File: src/rtl/bus_addr_decode_pkg.sv
package bus_addr_decode_pkg;

   // Classification of the current request
   typedef enum logic [1:0] {
      ROUTE_IDLE  = 2'd0,  // no cycle/strobe
      ROUTE_SLAVE = 2'd1,  // to an existing slave port
      ROUTE_CFG   = 2'd2,  // to the local register file
      ROUTE_NONE  = 2'd3   // nibble beyond the populated slaves
   } route_e;

endpackage

File: src/rtl/bad_region.sv
module bad_region
   import bus_addr_decode_pkg::*;
#(
   parameter int ADR_W     = 32,
   parameter int SLV_IDX_W = 4,
   parameter int NUM_SLV   = 8,
   parameter int TAG_W     = 8,
   parameter logic [TAG_W-1:0] CFG_TAG = 8'hFF
) (
   input  logic                 act,
   input  logic [ADR_W-1:0]     adr,
   output route_e               route,
   output logic [SLV_IDX_W-1:0] slv_idx
);
   localparam logic [SLV_IDX_W:0] SLV_LIM = (SLV_IDX_W+1)'(NUM_SLV);

   logic tag_hit;
   assign slv_idx = adr[ADR_W-1 -: SLV_IDX_W];
   assign tag_hit = (adr[ADR_W-1 -: TAG_W] == CFG_TAG);

   always_comb begin
      if (!act)                          route = ROUTE_IDLE;
      else if (tag_hit)                  route = ROUTE_CFG;
      else if ({1'b0, slv_idx} < SLV_LIM) route = ROUTE_SLAVE;
      else                               route = ROUTE_NONE;
   end
endmodule

File: src/rtl/bad_slave_sel.sv
module bad_slave_sel
   import bus_addr_decode_pkg::*;
#(
   parameter int SLV_IDX_W = 4,
   parameter int NUM_SLV   = 8
) (
   input  route_e               route,
   input  logic [SLV_IDX_W-1:0] slv_idx,
   output logic [NUM_SLV-1:0]   slv_sel
);
   for (genvar s = 0; s < NUM_SLV; s++) begin : g_sel
      assign slv_sel[s] = (route == ROUTE_SLAVE) && (slv_idx == SLV_IDX_W'(s));
   end
endmodule

File: src/rtl/bad_cfg_regs.sv
module bad_cfg_regs #(
   parameter int DAT_W   = 32,
   parameter int REG_CNT = 16,
   parameter int MST_CNT = 8,
   parameter int PRIO_W  = 2
) (
   input  logic                        clk,
   input  logic                        rst_n,
   input  logic                        acc,
   input  logic                        we,
   input  logic [DAT_W/8-1:0]          sel,
   input  logic [$clog2(REG_CNT)-1:0]  ridx,
   input  logic [DAT_W-1:0]            wdat,
   output logic                        ack,
   output logic [DAT_W-1:0]            rdat,
   output logic [MST_CNT*PRIO_W-1:0]   prio
);
   localparam int SEL_W = DAT_W / 8;

   logic [DAT_W-1:0] regs [REG_CNT];
   logic             start;

   // a new access is taken once, in the cycle before its acknowledge
   assign start = acc && !ack;

   always_ff @(posedge clk or negedge rst_n) begin
      if (!rst_n) begin
         ack  <= 1'b0;
         rdat <= '0;
         for (int r = 0; r < REG_CNT; r++) regs[r] <= '0;
      end else begin
         ack <= start;
         if (start) begin
            rdat <= regs[ridx];
            if (we) begin
               for (int b = 0; b < SEL_W; b++) begin
                  if (sel[b]) regs[ridx][8*b +: 8] <= wdat[8*b +: 8];
               end
            end
         end
      end
   end

   // priority fields exported from word 0
   for (genvar m = 0; m < MST_CNT; m++) begin : g_prio
      assign prio[m*PRIO_W +: PRIO_W] = regs[0][m*PRIO_W +: PRIO_W];
   end
endmodule

File: src/rtl/bus_addr_decode.sv
module bus_addr_decode
   import bus_addr_decode_pkg::*;
#(
   parameter int ADR_W     = 32,
   parameter int DAT_W     = 32,
   parameter int SLV_IDX_W = 4,
   parameter int NUM_SLV   = 8,
   parameter int REG_CNT   = 16,
   parameter int MST_CNT   = 8,
   parameter int PRIO_W    = 2,
   parameter int TAG_W     = 8,
   parameter logic [TAG_W-1:0] CFG_TAG = 8'hFF
) (
   input  logic                      clk,
   input  logic                      rst_n,
   input  logic                      req_cyc,
   input  logic                      req_stb,
   input  logic                      req_we,
   input  logic [DAT_W/8-1:0]        req_sel,
   input  logic [ADR_W-1:0]          req_adr,
   input  logic [DAT_W-1:0]          req_wdat,
   output logic                      cfg_ack,
   output logic [DAT_W-1:0]          cfg_rdat,
   output logic [NUM_SLV-1:0]        slv_sel,
   output logic [MST_CNT*PRIO_W-1:0] prio_word
);
   localparam int REG_AW = $clog2(REG_CNT);

   // elaboration-time parameter checks
   if (DAT_W % 8 != 0) begin : g_bad_dat
      $error("DAT_W must be a whole number of bytes");
   end
   if (NUM_SLV > (1 << SLV_IDX_W)) begin : g_bad_slv
      $error("NUM_SLV exceeds the reach of SLV_IDX_W");
   end
   if ((1 << REG_AW) != REG_CNT) begin : g_bad_reg
      $error("REG_CNT must be a power of two");
   end
   if (MST_CNT * PRIO_W > DAT_W) begin : g_bad_prio
      $error("priority fields do not fit one register");
   end
   if (TAG_W < SLV_IDX_W || REG_AW + 2 > ADR_W - TAG_W) begin : g_bad_adr
      $error("address fields overlap");
   end

   route_e               route;
   logic [SLV_IDX_W-1:0] slv_idx;

   bad_region #(
      .ADR_W(ADR_W), .SLV_IDX_W(SLV_IDX_W), .NUM_SLV(NUM_SLV),
      .TAG_W(TAG_W), .CFG_TAG(CFG_TAG)
   ) u_region (
      .act     (req_cyc && req_stb),
      .adr     (req_adr),
      .route   (route),
      .slv_idx (slv_idx)
   );

   bad_slave_sel #(
      .SLV_IDX_W(SLV_IDX_W), .NUM_SLV(NUM_SLV)
   ) u_sel (
      .route   (route),
      .slv_idx (slv_idx),
      .slv_sel (slv_sel)
   );

   bad_cfg_regs #(
      .DAT_W(DAT_W), .REG_CNT(REG_CNT), .MST_CNT(MST_CNT), .PRIO_W(PRIO_W)
   ) u_regs (
      .clk   (clk),
      .rst_n (rst_n),
      .acc   (route == ROUTE_CFG),
      .we    (req_we),
      .sel   (req_sel),
      .ridx  (req_adr[REG_AW+1:2]),
      .wdat  (req_wdat),
      .ack   (cfg_ack),
      .rdat  (cfg_rdat),
      .prio  (prio_word)
   );
endmodule

File: config.mk
export PLATFORM = sky130hd
export DESIGN_NAME = bus_addr_decode
export DESIGN_NICKNAME = d
export VERILOG_FILES = /design/src/rtl/bus_addr_decode_pkg.sv /design/src/rtl/bad_region.sv /design/src/rtl/bad_slave_sel.sv /design/src/rtl/bad_cfg_regs.sv /design/src/rtl/bus_addr_decode.sv
export SDC_FILE = /design/constraint.sdc
export NUM_CORES = 1
export LEC_CHECK = 0
export ABC_CLOCK_PERIOD_IN_PS = 5500
export BUFFER_PORTS_ARGS = -buffer_cell sky130_fd_sc_hd__buf_2
export CORE_MARGIN = 4
export CORE_UTILIZATION = 45
export CTS_CLUSTER_SIZE = 40
export DETAILED_ROUTE_END_ITERATION = 6
export GPL_TIMING_DRIVEN = 0
export PLACE_DENSITY = 0.7
export RECOVER_POWER = 100
export SLEW_MARGIN = 25
export SYNTH_ARGS = -nofsm -noshare
export SYNTH_HDL_FRONTEND = slang
export SYNTH_SLANG_ARGS = --single-unit
File: constraint.sdc
create_clock -name clk -period 5.5 [get_ports clk]
set_input_delay 1.1 -clock clk [delete_from_list [all_inputs] [get_ports clk]]
set_output_delay 1.1 -clock clk [all_outputs]
set_load 0.05 [all_outputs]
# Yosys cells after proc, flatten, opt, wreduce, memory -nomap -nowiden
# Cells that the tools add are included.
[word_totals]
ff_bits = 545
inputBits = 73
wordCells = 74
[classes]
n_mux = 28
n_lt_le_gt_ge = 3
n_eq_ne = 10
n_bitwise = 1
n_reduce_logical = 14
[ops]
columns = ["operator", "n"]
rows = [
  ["512-bit 2-to-1 mux", 10],
  ["512-bit bitwise mux", 4],
  ["32-bit demux with 4-bit select", 4],
  ["32-bit binary-select mux with 4-bit select", 1],
  ["32-bit 2-to-1 mux", 3],
  ["24-bit 2-to-1 mux", 1],
  ["4-bit by 3-bit == test with 1-bit output (second input constant)", 4],
  ["16-bit 2-to-1 mux", 1],
  ["1-bit logical AND", 11],
  ["4-bit by 2-bit == test with 1-bit output (second input constant)", 2],
  ["8-bit == test (second input constant)", 1],
  ["8-bit 2-to-1 mux", 1],
  ["2-bit 2-to-1 mux", 3],
  ["5-bit >= comparator (second input constant)", 1],
  ["5-bit by 1-bit less-than comparator with 1-bit output (second input constant)", 1],
  ["4-bit NOT with 5-bit output", 1],
  ["4-bit by 1-bit == test with 1-bit output (second input constant)", 1],
  ["4-bit zero test", 1],
  ["4-bit less-than comparator (second input constant)", 1],
  ["2-bit by 1-bit == test with 1-bit output (second input constant)", 1],
  ["2-bit == test (second input constant)", 1],
  ["2-bit AND reduction", 1],
  ["1-bit zero test", 1],
]

# Logic depth before layout (Yosys ltp)
[logic_depth]
ltp_word = 19
depth_mapped = 6
depth_no_buf = 4

# Modules after synthesis
# A second synthesis with hierarchy kept.
[unflattened]
cells_unflattened = 1772
hier_area_um2 = 25376.8
[by_module_without_submodules]
columns = ["mod", "n_inst", "cells_each", "area_per_inst_um2"]
rows = [
  ["bad_cfg_regs", 1, 1750, 25214.2],
  ["bad_slave_sel", 1, 12, 86.3],
  ["bad_region", 1, 8, 56.3],
  ["bus_addr_decode", 1, 2, 20.0],
]

# Worst setup path after synthesis
# No wires, ideal clock.
[synth_path]
path_type = "input-to-output"
start = "in req_adr[31]"
end = "out slv_sel[0]"
setup_slack_ps = 1821
required_ps = 4400
path_stages = 2
path_buffers = 0
arrival_ps = 2579
path_cell_list = "or3_1 nor3_1"
[synth_via]
elab_chain_cells = 6
[synth_rtl]
columns = ["element", "line_no", "rtl"]
rows = [
  ["start: declaration", "bus_addr_decode.sv:20", "input logic [ADR_W-1:0] req_adr,"],
  ["4-bit less-than comparator", "bad_region.sv:24", "else if ({1'b0, slv_idx} < SLV_LIM) route = ROUTE_SLAVE;"],
  ["2-bit 2-to-1 mux", "bad_region.sv:24", ""],
  ["2-bit 2-to-1 mux", "bad_region.sv:23", "else if (tag_hit) route = ROUTE_CFG;"],
  ["2-bit 2-to-1 mux", "bad_region.sv:22", "if (!act) route = ROUTE_IDLE;"],
  ["2-bit by 1-bit == test with 1-bit output", "bad_slave_sel.sv:12", "assign slv_sel[s] = (route == ROUTE_SLAVE) && (slv_idx == SLV_IDX_W'(s));"],
  ["1-bit logical AND (*)", "bad_slave_sel.sv:12", ""],
  ["end: declaration", "bus_addr_decode.sv:24", "output logic [NUM_SLV-1:0] slv_sel,"],
]
# Every way passes the cells marked *; elsewhere a longest branch is shown, timed or not.

# Worst setup path in the final report
[layout_path]
start = "in req_adr[28]"
end = "reg u_regs.rdat[18]"
[layout_via]
elab_chain_cells = 6
[layout_rtl]
columns = ["element", "line_no", "rtl"]
rows = [
  ["4-bit less-than comparator", "bad_region.sv:24", ""],
  ["2-bit 2-to-1 mux", "bad_region.sv:24", ""],
  ["2-bit 2-to-1 mux (*)", "bad_region.sv:23", ""],
  ["2-bit 2-to-1 mux (*)", "bad_region.sv:22", ""],
  ["2-bit == test (*)", "bus_addr_decode.sv:72", ".acc (route == ROUTE_CFG),"],
  ["1-bit logical AND (*)", "bad_cfg_regs.sv:24", "assign start = acc && !ack;"],
  ["end signal: assignment", "bad_cfg_regs.sv:34", "rdat <= regs[ridx];"],
  ["end: declaration", "bad_cfg_regs.sv:15", "output logic [DAT_W-1:0] rdat,"],
]
# Marked as above.
# A chain may end at the register's enable or synchronous reset.

==> run metrics <==
ranking of synthesized cells by area dfrtp_1 (56%), mux2_2 (22%), mux4_2 (12%); post-route minimum period 4.02 ns; Slew Limit Fails 51; I/O Pins 130; GRT Total Usage 22.1%; hold_buf cts 0; routed wire length per instance 26.0 microns; row count 85; Fin. Hold Viols 0; crit path launch type input port; Final setup viols 0; Max-cap violations 2; Synth Register Bits 545; DRT iter0 DRCs 1006; Initial Utilization about 45%; number of synthesized flops with an enable pin 0; clock latency on the worst-skew pair 0.62 ns; Pleak about 13 nW; Peak VDD IR ~0.30 mV; dpl hpwl 42300 microns; CP top delay family buffers and inverters; largest family of logic cells by synthesized area multiplexers; outcome finished with violations; worst-case clock buffer depth 3; worst endpoint data arrival time 4.53 ns; die height around 240 microns; Unique masters post-synth 30; slowest cell on the critical path nor4_1; RSZ-0062 raised after global routing false; simple logic cell fraction of the synthesized area 3.94%; most frequent cells after synthesis dfrtp_1 (545), mux2_2 (474), mux4_2 (128), clkbuf_1 (66), a22oi_1 (64); CTS tree built; period utilisation layout 73.1%; via count 14616; Slowest Stage Delay on Critical Path 1.24 ns; # resized after CTS 0; Placer Congestion 0.808; clock root buffer clkbuf_16; setup bufs post-CTS 0; adder-cell share of the synthesized area 0%; Post-Synth XOR/XNOR Area 0%; violated checks max-capacitance violations, max-slew violations; die area 58100 sq um; Util after Layout between 50% and 60%; FF+latch area about 14000 sq um; Seq/Total Area, Yosys 55.8%; vias per cell 5.98; layout filler cell count 4497; clock-pin slew on the worst setup and hold paths 0.06 ns; share of cells above drive strength 1 44.6%; Final Worst Setup Slack 1.48 ns; clk_skew 0.0243 ns; worst path cell trace clkbuf_1, nand2_1, nor4_1, clkbuf_1, clkbuf_1, nor2_1, a31oi_1; Max H-tree Level 2; Synth top area share 55.8%; largest net degree at the start of global routing between 90 and 100; worst slack at placement 1.63 ns; path type of the worst setup path in2reg; dominant synthesized flop cell dfrtp_1; total congestion overflow 0; initial antenna violation count 5; Area growth syn-to-layout 12.3%; IO Port Bufs approximately 110; crit path capture type flop; Die W 241 microns; Worst EP required 6.01 ns; mux cell area share after synthesis a little over a third; first-pass GRT wire length a little under 100000 microns; CP max FO 10; Hold Slack roughly 0.49 ns; Post-synth ARST share 100%; Hold Path Class reg2reg; drt pass-1 iters 5; Rel. slew slack -89.3%; Yosys warning count 0; most frequent cell after synthesis dfrtp_1; power density cells ~300 nW/um^2; measured slew at the worst slew-check pin 2.84 ns; CORE AREA 53800 sq um; vias in the first global route 15410; Antenna Nets Post-Route 0; Mean Syn Cell Area 15.9 sq um; Buf+Inv Stages, Crit Path 3; reg2reg setup slack roughly 1.8 ns; post-synth top area cell dfrtp_1; syn_nets around 1600; Nets around 1800; multi-input logic area approximately 10000 sq um; synthesized area about 24000 sq um; most frequent cell on the critical path clkbuf_1; Post-Syn Instances 1539; DRC Markers 0; Max Fclk 249 MHz; Compound-Gate Fraction of Synth Area 2.79%; # clock sinks 545; total CTS buffers 54; Routed WL roughly 64000 microns
[sequential cells by signal, summed over array words and instances, names as in the netlist]
name         cells
u_regs.ack       1
u_regs.prio     16
u_regs.rdat     32
u_regs.regs    496
[metrics by stage]
stage | TNS [ns] | cells | cell area, sq um | power [mW]
floorplan | 0 | 1539 | 24400 | 4.30
global placement | -3936.68 | 2343 | 25800 | 4.51
detailed placement | 0 | 2349 | 26000 | 4.53
CTS | 0 | 2443 | 27800 | 8.32
global route | 0 | 2445 | 27400 | 8.50
finish | 0 | 2445 | 27400 | 8.23
[worst paths after layout]
kind	cells after the start	start	end
max	7	req_adr[28]	u_regs.rdat[18]
min	1	u_regs.regs[25]	u_regs.regs[25]
max reg2reg	6	u_regs.ack	u_regs.rdat[18]
min reg2reg	1	u_regs.regs[25]	u_regs.regs[25]
max in group asynchronous	3	rst_n	u_regs.regs[50]
min in group asynchronous	1	rst_n	u_regs.prio[12]
[layout make-up]
cell class                 count  area share, %
tap                          696           3.17
clock buffer                  75           5.58
antenna                        2         0.0182
clock inverter                19           1.01
buffer                       109           1.81
multi-input combinational    885           36.4
timing repair buffer         114           2.30
sequential                   545           49.7
[cells by family after synthesis]
group	Yosys count
simple gates	149
flops	545
compound gates	96
buf+inv	109
mux	640
[report_power, final]
group / internal, mW / switching [mW]
registers: 4.02 / 0.0116
clock network: 2.22 / 1.57
logic: 0.0949 / 0.310
[placed cells by master (no fill, tap or decap)]
cell type	instances
and3_1	4
clkbuf_1	137
clkbuf_2	1
clkinv_2	6
buf_2	69
nor2_1	39
buf_1	5
clkinv_8	1
nand4_1	1
mux2_1	39
nor3_1	2
nand3_2	1
a22oi_1	64
and4_1	1
buf_16	6
mux2_2	473
dfrtp_1	545
and2_1	1
mux4_2	128
nand2_1	69
inv_6	2
clkinv_4	2
nor4_1	17
diode_2	2
or2_2	2
nand3_1	1
buf_4	16
nand3b_1	1
nand4b_1	1
clkbuf_16	54
bufinv_16	6
clkinvlp_4	2
clkbuf_8	10
a31oi_1	31
nor2b_1	2
nand2b_1	6
o21a_1	1
or3_1	1
[routing by layer]
metal | wire length, microns | GRT usage [%] | share of wire, % | up-vias
li1 | - | - | - | 6146
met1 | 26600 | 30.2 | 42 | 7851
met2 | 30000 | 34.6 | 47 | 487
met3 | 4670 | 5.50 | 7.3 | 126
met4 | 2330 | 8.45 | 3.7 | 6
met5 | 41 | 0 | 0.064 | -
Power figures use the tool's default switching activity.
